### config.mk
export PLATFORM = sky130hd
export DESIGN_NAME = wdt_top
export DESIGN_NICKNAME = d
export VERILOG_FILES = /design/src/rtl/wdt_pkg.sv /design/src/rtl/wdt_datapath.sv /design/src/rtl/wdt_ctrl.sv /design/src/rtl/wdt_top.sv
export SDC_FILE = /design/constraint.sdc
export NUM_CORES = 1
export LEC_CHECK = 0
export BUFFER_PORTS_ARGS = -buffer_cell sky130_fd_sc_hd__buf_2
export CELL_PAD_IN_SITES_DETAIL_PLACEMENT = 2
export CELL_PAD_IN_SITES_GLOBAL_PLACEMENT = 2
export CORE_ASPECT_RATIO = 2
export CORE_MARGIN = 3
export CORE_UTILIZATION = 35
export DETAILED_ROUTE_END_ITERATION = 7
export PLACE_DENSITY_LB_ADDON = 0.1
export SLEW_MARGIN = 10
export SYNTH_ARGS = -nofsm -noshare
export SYNTH_HDL_FRONTEND = slang
export SYNTH_SLANG_ARGS = --single-unit
export TNS_END_PERCENT = 1
### constraint.sdc
create_clock -name clk -period 1.9 [get_ports clk]
set_input_delay 0.095 -clock clk [delete_from_list [all_inputs] [get_ports clk]]
set_output_delay 0.095 -clock clk [all_outputs]
set_load 0.01 [all_outputs]
### src/rtl/wdt_pkg.sv
package wdt_pkg;
  localparam int RATE_W = 2;
  localparam int CTL_W  = 5;

  // Strobes from control to datapath
  typedef struct packed {
    logic preRun;   // prescaler advances this cycle
    logic wdRun;    // supervision counter may count ticks
    logic wdClear;  // clear the supervision counter
  } wdtStrobe_t;
endpackage

### src/rtl/wdt_datapath.sv
module wdt_datapath
  import wdt_pkg::*;
#(
  parameter int BASE_LOG2    = 14,
  parameter int EXPIRE_TICKS = 7
) (
  input  logic              clk,
  input  logic              rstN,
  input  wdtStrobe_t        strobe,
  input  logic [RATE_W-1:0] rate,
  output logic              tick,
  output logic              tickQ,
  output logic              wdExpire
);
  localparam int PW = BASE_LOG2 + (1 << RATE_W) - 1;
  localparam int CW = $clog2(EXPIRE_TICKS + 1);
  localparam logic [CW-1:0] CNT_MAX = CW'(EXPIRE_TICKS);

  logic [PW-1:0] preCnt;
  logic [PW-1:0] mask;
  logic [CW-1:0] wdCnt;

  // Low (BASE_LOG2 + rate) bits select the tick
  assign mask = ~({PW{1'b1}} << (BASE_LOG2 + int'(rate)));
  assign tick = strobe.preRun && ((preCnt & mask) == mask);
  assign wdExpire = tick && strobe.wdRun && (wdCnt == CNT_MAX);

  always_ff @(posedge clk or negedge rstN) begin
    if (!rstN) begin
      preCnt <= '0;
      tickQ  <= 1'b0;
    end else begin
      tickQ <= tick;
      if (strobe.preRun) preCnt <= preCnt + 1'b1;
    end
  end

  always_ff @(posedge clk or negedge rstN) begin
    if (!rstN) begin
      wdCnt <= '0;
    end else if (strobe.wdClear) begin
      wdCnt <= '0;
    end else if (tick && strobe.wdRun && (wdCnt != CNT_MAX)) begin
      wdCnt <= wdCnt + 1'b1;
    end
  end
endmodule

### src/rtl/wdt_ctrl.sv
module wdt_ctrl
  import wdt_pkg::*;
#(
  parameter int STOP_DELAY  = 4064,
  parameter int HOLD_CYCLES = 16
) (
  input  logic              clk,
  input  logic              rstN,
  input  logic              ctlWrite,
  input  logic [CTL_W-1:0]  ctlData,
  input  logic              svcWrite,
  input  logic              svcKey,
  input  logic              waitMode,
  input  logic              stopMode,
  input  logic              tick,
  input  logic              wdExpire,
  output wdtStrobe_t        strobe,
  output logic [RATE_W-1:0] rate,
  output logic              rtiIrq,
  output logic              wdEnabled,
  output logic              resetReq
);
  localparam int DW = $clog2(STOP_DELAY + 1);
  localparam int HW = $clog2(HOLD_CYCLES + 1);
  localparam logic [DW-1:0] DELAY_LOAD = DW'(STOP_DELAY - 1);
  localparam logic [HW-1:0] HOLD_LOAD  = HW'(HOLD_CYCLES);

  logic [RATE_W-1:0] rateReq;
  logic [RATE_W-1:0] rateAct;
  logic              irqEn;
  logic              flag;
  logic              wdOn;
  logic              stopQ;
  logic [DW-1:0]     delayCnt;
  logic [HW-1:0]     holdCnt;
  logic              svcHit;
  logic              holdEnd;

  assign svcHit  = svcWrite && !svcKey;
  assign holdEnd = (holdCnt == HW'(1));

  always_comb begin
    strobe.preRun  = !stopMode && !stopQ && (delayCnt == '0);
    strobe.wdRun   = wdOn && !waitMode && !stopMode && (holdCnt == '0);
    strobe.wdClear = svcHit || holdEnd;
  end

  assign rate      = rateAct;
  assign rtiIrq    = flag && irqEn;
  assign wdEnabled = wdOn;
  assign resetReq  = (holdCnt != '0);

  // Register fields and the rate applied at service
  always_ff @(posedge clk or negedge rstN) begin
    if (!rstN) begin
      rateReq <= '0;
      rateAct <= '0;
      irqEn   <= 1'b0;
      flag    <= 1'b0;
    end else begin
      if (ctlWrite) begin
        rateReq <= ctlData[1:0];
        irqEn   <= ctlData[3];
      end
      if (svcHit) rateAct <= rateReq;
      if (tick) flag <= 1'b1;
      else if (ctlWrite && ctlData[4]) flag <= 1'b0;
    end
  end

  // Enable is set-only until the reset request ends
  always_ff @(posedge clk or negedge rstN) begin
    if (!rstN) begin
      wdOn    <= 1'b0;
      holdCnt <= '0;
    end else begin
      if (wdExpire) holdCnt <= HOLD_LOAD;
      else if (holdCnt != '0) holdCnt <= holdCnt - 1'b1;
      if (holdEnd) wdOn <= 1'b0;
      else if (ctlWrite && ctlData[2] && (holdCnt == '0)) wdOn <= 1'b1;
    end
  end

  // Settling delay after leaving stop
  always_ff @(posedge clk or negedge rstN) begin
    if (!rstN) begin
      stopQ    <= 1'b0;
      delayCnt <= '0;
    end else begin
      stopQ <= stopMode;
      if (stopQ && !stopMode) delayCnt <= DELAY_LOAD;
      else if (delayCnt != '0) delayCnt <= delayCnt - 1'b1;
    end
  end
endmodule

### src/rtl/wdt_top.sv
module wdt_top
  import wdt_pkg::*;
#(
  parameter int BASE_LOG2    = 14,
  parameter int EXPIRE_TICKS = 7,
  parameter int STOP_DELAY   = 4064,
  parameter int HOLD_CYCLES  = 16
) (
  input  logic             clk,
  input  logic             rstN,
  input  logic             ctlWrite,
  input  logic [CTL_W-1:0] ctlData,
  input  logic             svcWrite,
  input  logic             svcKey,
  input  logic             waitMode,
  input  logic             stopMode,
  output logic             rtiPulse,
  output logic             rtiIrq,
  output logic             wdEnabled,
  output logic             resetReq
);
  wdtStrobe_t        strobe;
  logic [RATE_W-1:0] rate;
  logic              tick;
  logic              wdExpire;

  wdt_ctrl #(.STOP_DELAY(STOP_DELAY), .HOLD_CYCLES(HOLD_CYCLES)) uCtrl (
    .clk(clk), .rstN(rstN), .ctlWrite(ctlWrite), .ctlData(ctlData),
    .svcWrite(svcWrite), .svcKey(svcKey), .waitMode(waitMode),
    .stopMode(stopMode), .tick(tick), .wdExpire(wdExpire),
    .strobe(strobe), .rate(rate), .rtiIrq(rtiIrq),
    .wdEnabled(wdEnabled), .resetReq(resetReq)
  );

  wdt_datapath #(.BASE_LOG2(BASE_LOG2), .EXPIRE_TICKS(EXPIRE_TICKS)) uPath (
    .clk(clk), .rstN(rstN), .strobe(strobe), .rate(rate),
    .tick(tick), .tickQ(rtiPulse), .wdExpire(wdExpire)
  );
endmodule

==> summary.md, run 1 <==
| Metric | Value |
|---|---|
| CP Capture Point | `uPath.wdCnt[0]` |
| Mapped Nets | `230` |
| Fmax | `542.0 MHz` |
| Initial antenna violation count | `0` |
| Min cycle time layout | `1.845 ns` |
| DR vias/cell | `5.047` |
| Clock skew | `0.005346 ns` |
| Register bit total from synthesis | `46` |
| Nets | `278` |
| DP Worst Slack | `-0.08963 ns` |
| Worst slew margin | `59.89%` |
| Met2 Wirelength | `3.878 mm` |
| Clk_lat worst skew | `0.29 ns` |
| CP Launch Point | `uCtrl.holdCnt[0]` |
| Area growth syn-to-layout | `28.47%` |
| R2R Setup Slk | `0.06 ns` |
| Pleak | `1.355 nW` |
| Layout cells sized above 1 | `27.69%` |
| CTS H-tree depth | `2` |
| Pwr/cell area | `864.5 nW/um^2` |
| VDD IR-drop max | `614.9 uV` |
| Clock-pin slew on the worst setup and hold paths | `0.06 ns` |
| Non-Filler Instances | `344` |
| GR Util All Layers | `18.61%` |
| Fraction of the yosys area taken by sequential cells | `51.86%` |
| Max Fanout on Critical Path | `4` |
| Unrepaired setup endpoints after global routing | `yes` |
| Final Total Pwr | `2.465 mW` |
| Worst setup SP type | `register` |
| Worst r2r path cells | `8` |
| Tcrit/Tclk final | `97.10%` |
| Hold WC Path Type | `in2reg` |
| Sum Neg Setup Slack | `0 ns` |
| Clock root buffer | `clkbuf_16` |
| Hold_ws | `0.03434 ns` |
| Global-route wire length before repair | `10.61 mm` |
| Yosys warns | `0` |
| Ant. Diodes | `0` |
| Ports | `16` |
| IO buf count | `15` |
| Post-Syn Instances | `211` |
| TritonRoute pass-1 iters | `4` |
| Worst reg2reg path endpoint | `uPath.wdCnt[0]` |
| Total gr overflow | `0` |
| Routability Congestion | `0.7343` |
| Maxcap violations | `0` |
| Post-Route WL | `6.079 mm` |
| Worst setup margin | `0.05507 ns` |
| Wirelength per Cell | `17.67 microns` |
| # DRC | `0` |
| TritonCTS buffer count | `5` |
| CTS Sinks | `46` |
| Least-Margin Pin Slew | `0.6016 ns` |
| Crit path capture type | `register` |
| CTS tree | `done` |
| Arrival time worst endpoint | `2.07 ns` |
| Initial DRC Count | `60` |
| Vias in the first global route | `2,108` |
| Wl on met1 | `1.940 mm` |
| Syn_area_per_cell | `10.52 sq um` |
| Most common cell after layout, fill and taps aside | `dfrtp_1` |
| Row cnt | `40` |
| Final setup viols | `0` |
| Initial core utilization | `36.65%` |
| Die height | `118.6 microns` |
| Area leader, netlist | `dfrtp_1` |
| Cell Area, Placed | `2572 sq um` |
| Final Cell Area | `2851 sq um` |
| Fin util | `47.09%` |
| Area contributors post-synth | `dfrtp_1 (52%), xnor2_1 (5.5%), xor2_1 (4.7%), nand2_1 (4.1%), ha_1 (3.9%)` |
| Die W | `62.31 microns` |
| Req. time, crit path | `2.12 ns` |
| Commonest cells after routing, fill and taps aside | `dfrtp_1 (45), buf_4 (26), nand2_1 (24), nor2_1 (15), buf_2 (15)` |
| DP HPWL | `4.736 mm` |
| Inst Count DP | `333` |
| Library cells used by synthesis | `38` |
| Core area | `6056 sq um` |
| Max-slew violations | `0` |
| Reg-to-Reg Start | `uCtrl.holdCnt[0]` |
| Status | `finished, final reports clean` |
| Via count | `1,736` |
| CTS Buffer Depth | `2` |
| Synth Cell Area | `2220 sq um` |
| Synth top area share | `51.86%` |
| ANT nets after route | `0` |
| Max Used Layer | `met4` |
| Met3 WL post-DR | `107 microns` |
| Final Hold Fails | `0` |
| Crit Path Class | `reg2reg` |
| Die area | `7391 sq um` |
| Pin count of the biggest net entering global routing | `47` |
## synth_stat cells (all sizes together)
cell / number
nand2: 24
xnor2: 14
a41o: 1
nor3: 12
buf: 1
and3: 2
a31oi: 1
nand2b: 1
inv: 11
nor2b: 3
and4: 3
a21oi: 4
mux2: 5
ha: 7
xor2: 12
o2111a: 1
nand3: 11
dfrtp: 46
a211o: 1
or3: 3
nand4: 9
nor4: 3
clkbuf: 1
o211ai: 1
and2: 5
o21ai: 6
and4bb: 1
a211oi: 1
nand3b: 1
mux2i: 1
a21o: 3
nor2: 16
## registers in the layout, summed over array words and instances, names as in the netlist
signal	cells
uCtrl.rate	2
uCtrl.holdCnt	5
uPath.tickQ	1
uCtrl.flag	1
uCtrl.rateReq	2
uCtrl.delayCnt	12
uCtrl.stopQ	1
uCtrl.wdEnabled	1
uPath.wdCnt	3
uPath.preCnt	17
uCtrl.irqEn	1
## repair_timing
| action | CTS | global route |
|---|---|---|
| buffers inserted | 1 | 0 |
| pin swaps | 1 | 4 |
| gates resized for setup | 6 | 10 |
| setup endpoints to repair | 11 | 14 |
| hold endpoints to repair | 47 | 0 |
| hold buffers | 2 | 0 |
## power breakdown
part	leakage, nW	total [mW]	switching [mW]	internal, mW
combinational	0.696	0.244	0.129	0.115
clock	0.0971	1.16	0.366	0.789
sequential	0.562	1.07	0.0391	1.03
total	1.35	2.47	0.534	1.93
## worst max-delay path, cell delays in order, from the launching register on
cell	delay [ns]
dfrtp_2	0.43
inv_1	0.07
ha_2	0.18
and2_4	0.16
inv_2	0.04
and4bb_1	0.29
nand3_2	0.11
or3_4	0.36
a21oi_1	0.14
## cells by family after synthesis
group                      Yosys count  share of synthesized area, %
buffers and inverters               13                         2.536
adders and majority gates            7                         3.946
DFF                                 46                         51.86
muxes                                6                         2.987
and+or+nand+nor                     94                         22.83
AOI/OAI and AO/OA                   19                         5.581
xor gates and xnor gates            26                         10.26
## metal layers
layer	vias up	track usage, %
li1	819	-
met1	889	17.04
met2	18	38.45
met3	10	2.757
met4	0	8.160
met5	-	0
## worst min path at each step
stage / start / slack, ns / cells after the start / end
CTS: ctlData[1] / 0.03 / 2 / uCtrl.rateReq[1]
detailed placement: rstN / 0.23 / 2 / uPath.tickQ
global route: ctlData[1] / 0.04 / 2 / uCtrl.rateReq[1]
finish: ctlData[1] / 0.03 / 2 / uCtrl.rateReq[1]
floorplan: rstN / -0.20 / 0 / uCtrl.delayCnt[0]
global placement: rstN / 0.21 / 2 / uPath.tickQ
## layout make-up
class | instances | area (sq um)
repair buffers | 43 | 290.3
clock buffers | 6 | 138.9
inverters | 11 | 41.29
multi-input cells | 152 | 1064
fillers | 628 | 3204
well taps | 84 | 105.1
flip-flops and latches | 46 | 1152
clock inverters | 2 | 60.06
Note: power is estimated with default switching activity, not from simulation.
==> inputs of run 2 (changes only) <==
--- a/config.mk
+++ b/config.mk
@@ -16,5 +16,6 @@
 export SLEW_MARGIN = 10
 export SYNTH_ARGS = -nofsm -noshare
 export SYNTH_HDL_FRONTEND = slang
+export SYNTH_HIERARCHICAL = 1
 export SYNTH_SLANG_ARGS = --single-unit
 export TNS_END_PERCENT = 1
==> run 2 against run 1 <==
  * The run now ends with setup timing left
  * Core utilization grew 2.8 points
  * Clock-buffer cell count stayed put
  * Total power decreased by 7.3%
  * Global-route usage up 1.4 points
  * Register-to-register slack got worse by 0.64 ns
  * Largest cell class is now multi-input gates
==> summary.md, run 2 <==
| Metric | Value |
|---|---|
| Crit path capture type | `register` |
| Via count | `1,896` |
| Clk_lat worst skew | `0.29 ns` |
| Cell Area, Placed | `2850 sq um` |
| Hold_ws | `0.005543 ns` |
| TritonCTS buffer count | `5` |
| Final Cell Area | `3147 sq um` |
| Combinational power share | `13.8%` |
| Status | `finished, violations left` |
| Area growth syn-to-layout | `37.28%` |
| Net Sw Frac | `25.90%` |
| TritonRoute pass-1 iters | `4` |
| CTS Sinks | `46` |
| Die height | `120.4 microns` |
| Number of synthesized flops with an enable pin | `0` |
| Worst setup margin | `-0.5809 ns` |
| Vias in the first global route | `2,296` |
| Share of power burned in registers | `46.4%` |
| CTS Buffer Depth | `2` |
| Nets | `288` |
| Max Fanout on Critical Path | `4` |
| Max FFs per register | `17` |
| Non-Filler Instances | `355` |
| Inst Count DP | `343` |
| Area leader, netlist | `dfrtp_1` |
| Post-Syn Instances | `204` |
| Initial antenna violation count | `0` |
| Clock skew | `0.005941 ns` |
| Core area | `6310 sq um` |
| Routability Congestion | `0.8207` |
| Most common cell in the netlist | `dfrtp_1` |
| Max-slew violations | `0` |
| # DRC | `0` |
| Row cnt | `41` |
| Tcrit/Tclk final | `130.6%` |
| Ports | `16` |
| Wirelength per Cell | `20.30 microns` |
| Die area | `7615 sq um` |
| Clock Power Share | `39.7%` |
| Pin count of the biggest net entering global routing | `26` |
| Primary FF master, synth | `dfrtp_1` |
| Maxcap violations | `0` |
| CTS H-tree depth | `2` |
| Layout cells sized above 1 | `42.75%` |
| Post-Route WL | `7.206 mm` |
| Failing checks | `setup timing` |
| Initial core utilization | `36.33%` |
| IO buf count | `15` |
| Hold WC Path Type | `in2reg` |
| Req. time, crit path | `2.08 ns` |
| Ant. Diodes | `0` |
| Final Hold Fails | `0` |
| Unrepaired setup endpoints after global routing | `yes` |
| Syn_area_per_cell | `11.24 sq um` |
| Largest regs | `uPath/preCnt: 17 flops, uCtrl/delayCnt: 12 flops, uCtrl/holdCnt: 5 flops` |
| Mapped Nets | `224` |
| Pleak | `1.391 nW` |
| Synth top area share | `50.22%` |
| GR Util All Layers | `19.96%` |
| Area contributors post-synth | `dfrtp_1 (50%), ha_1 (4.4%), xnor2_1 (4.2%), mux2_2 (2.9%), xor2_1 (2.3%)` |
| Largest register by flop count | `uPath/preCnt` |
| Pwr/cell area | `726.4 nW/um^2` |
| Least-Margin Pin Slew | `0.5457 ns` |
| Worst setup SP type | `register` |
| Worst slew margin | `63.62%` |
| Global-route wire length before repair | `11.49 mm` |
| Die W | `63.23 microns` |
| Crit Path Class | `reg2reg` |
| CTS tree | `done` |
| Pint | `1.694 mW` |
| Arrival time worst endpoint | `2.66 ns` |
| Clock-pin slew on the worst setup and hold paths | `0.07 ns` |
| Clock root buffer | `clkbuf_16` |
| Commonest cells after routing, fill and taps aside | `dfrtp_1 (46), buf_4 (41), buf_2 (15), xnor2_1 (11), nor2_1 (10)` |
| ANT nets after route | `0` |
| DP HPWL | `5.291 mm` |
| Sum Neg Setup Slack | `-12.64 ns` |
| Final setup viols | `31` |
| Fraction of the yosys area taken by sequential cells | `50.22%` |
| Post-synth top cells | `dfrtp_1 (46), nor2_1 (13), nand2_1 (11), xnor2_1 (11), inv_1 (9)` |
| Total gr overflow | `0` |
| Yosys warns | `6` |
| Post-synth ARST share | `100.0%` |
| DR vias/cell | `5.341` |
| Fmax | `403.1 MHz` |
| Min cycle time layout | `2.481 ns` |
| Synth Cell Area | `2292 sq um` |
| Library cells used by synthesis | `48` |
| Initial DRC Count | `27` |
| VDD IR-drop max | `704.2 uV` |
| Most common cell after layout, fill and taps aside | `dfrtp_1` |
| Switch Pwr | `592.1 uW` |
| Register bit total from synthesis | `46` |
-- run 2: cell count changes in the layout (fill, tap and decap cells not counted), moves of 6 or more --
cell      before  now
buf_4         26   41
xor2_1        12    4
nand3_1        9    3
nand2b_1       1    7
nand2_1       24    9
-- run 2: per-layer routing --
metal	share of wire [%]	vias to the layer above	track usage (%)	wire [microns]
met4	1.5	0	7.442	108
met5	0	-	0	0
met3	1.8	11	3.810	129
li1	-	869	-	-
met1	32	996	17.40	2281
met2	65	20	42.22	4686
-- run 2: power groups by stage --
stage	logic (mW)	registers, mW	clock network, mW
after floorplan	0.109	1.08	0
after global placement	0.256	1.07	0
after detailed placement	0.276	1.07	0
after CTS	0.295	1.06	0.936
after global routing	0.344	1.07	0.960
final	0.316	1.06	0.908
-- run 2: logic make-up (layout without fill, tap and decap cells) --
kind of cell | after synthesis | after routing | synth area share [%]
AOI/OAI and AO/OA | 31 | 31 | 9.389
xor gates and xnor gates | 17 | 17 | 6.496
adders and majority gates | 8 | 8 | 4.367
buffers and inverters | 13 | 78 | 2.402
DFF | 46 | 46 | 50.22
muxes | 11 | 11 | 5.349
and+or+nand+nor | 78 | 78 | 21.78
-- run 2: final timing paths --
| path | from | to | slack (ns) | cells after the start |
|---|---|---|---|---|
| max in group asynchronous | rstN | uPath/preCnt[13] | 1.04 | 3 |
| worst max register to register | uCtrl/delayCnt[1] | uPath/preCnt[15] | -0.58 | 11 |
| worst min register to register | uPath/preCnt[13] | uPath/preCnt[13] | 0.47 | 1 |
| worst min-delay path | stopMode | uCtrl/stopQ | 0.006 | 1 |
| worst max-delay path | uCtrl/delayCnt[1] | uPath/preCnt[15] | -0.58 | 11 |
| min in group asynchronous | rstN | uCtrl/delayCnt[10] | 0.33 | 2 |
-- run 2: layout make-up --
class	instances	area [sq um]
tap	86	107.6
timing repair buffer	61	446.7
fill	679	3163
clock buffer	6	138.9
multi-input combinational	145	1256
clock inverter	2	12.51
sequential	46	1151
inverter	9	33.78
-- run 2: repair_timing --
item	in CTS	in global routing
gates resized for setup	7	18
setup endpoints to repair	36	38
hold buffers	1	0
pin swaps	3	2
setup buffers	3	0
hold endpoints to repair	21	0
-- run 2: per-stage QoR --
stage          setup WS, ns  total power, mW  util [%]
4_1_cts             -0.5618            2.288     48.70
3_3_place_gp        -0.5019            1.323     45.17
5_1_grt             -0.7629            2.370     49.87
2_1_floorplan       -0.4904            1.190         -
3_5_place_dp        -0.6386            1.349     45.17
6_report            -0.5809            2.286     49.87
-- run 2: worst max-delay path, cell delays in order, from the launching register on --
cell and delay [ns]:
dfrtp_1 0.40, inv_2 0.09, ha_4 0.15, or4b_4 0.49, nor2_4 0.11, nor4b_4 0.19, buf_4 0.17, nand4_1 0.17
nor3_2 0.21, buf_4 0.18, nand3_2 0.08, xnor2_1 0.13
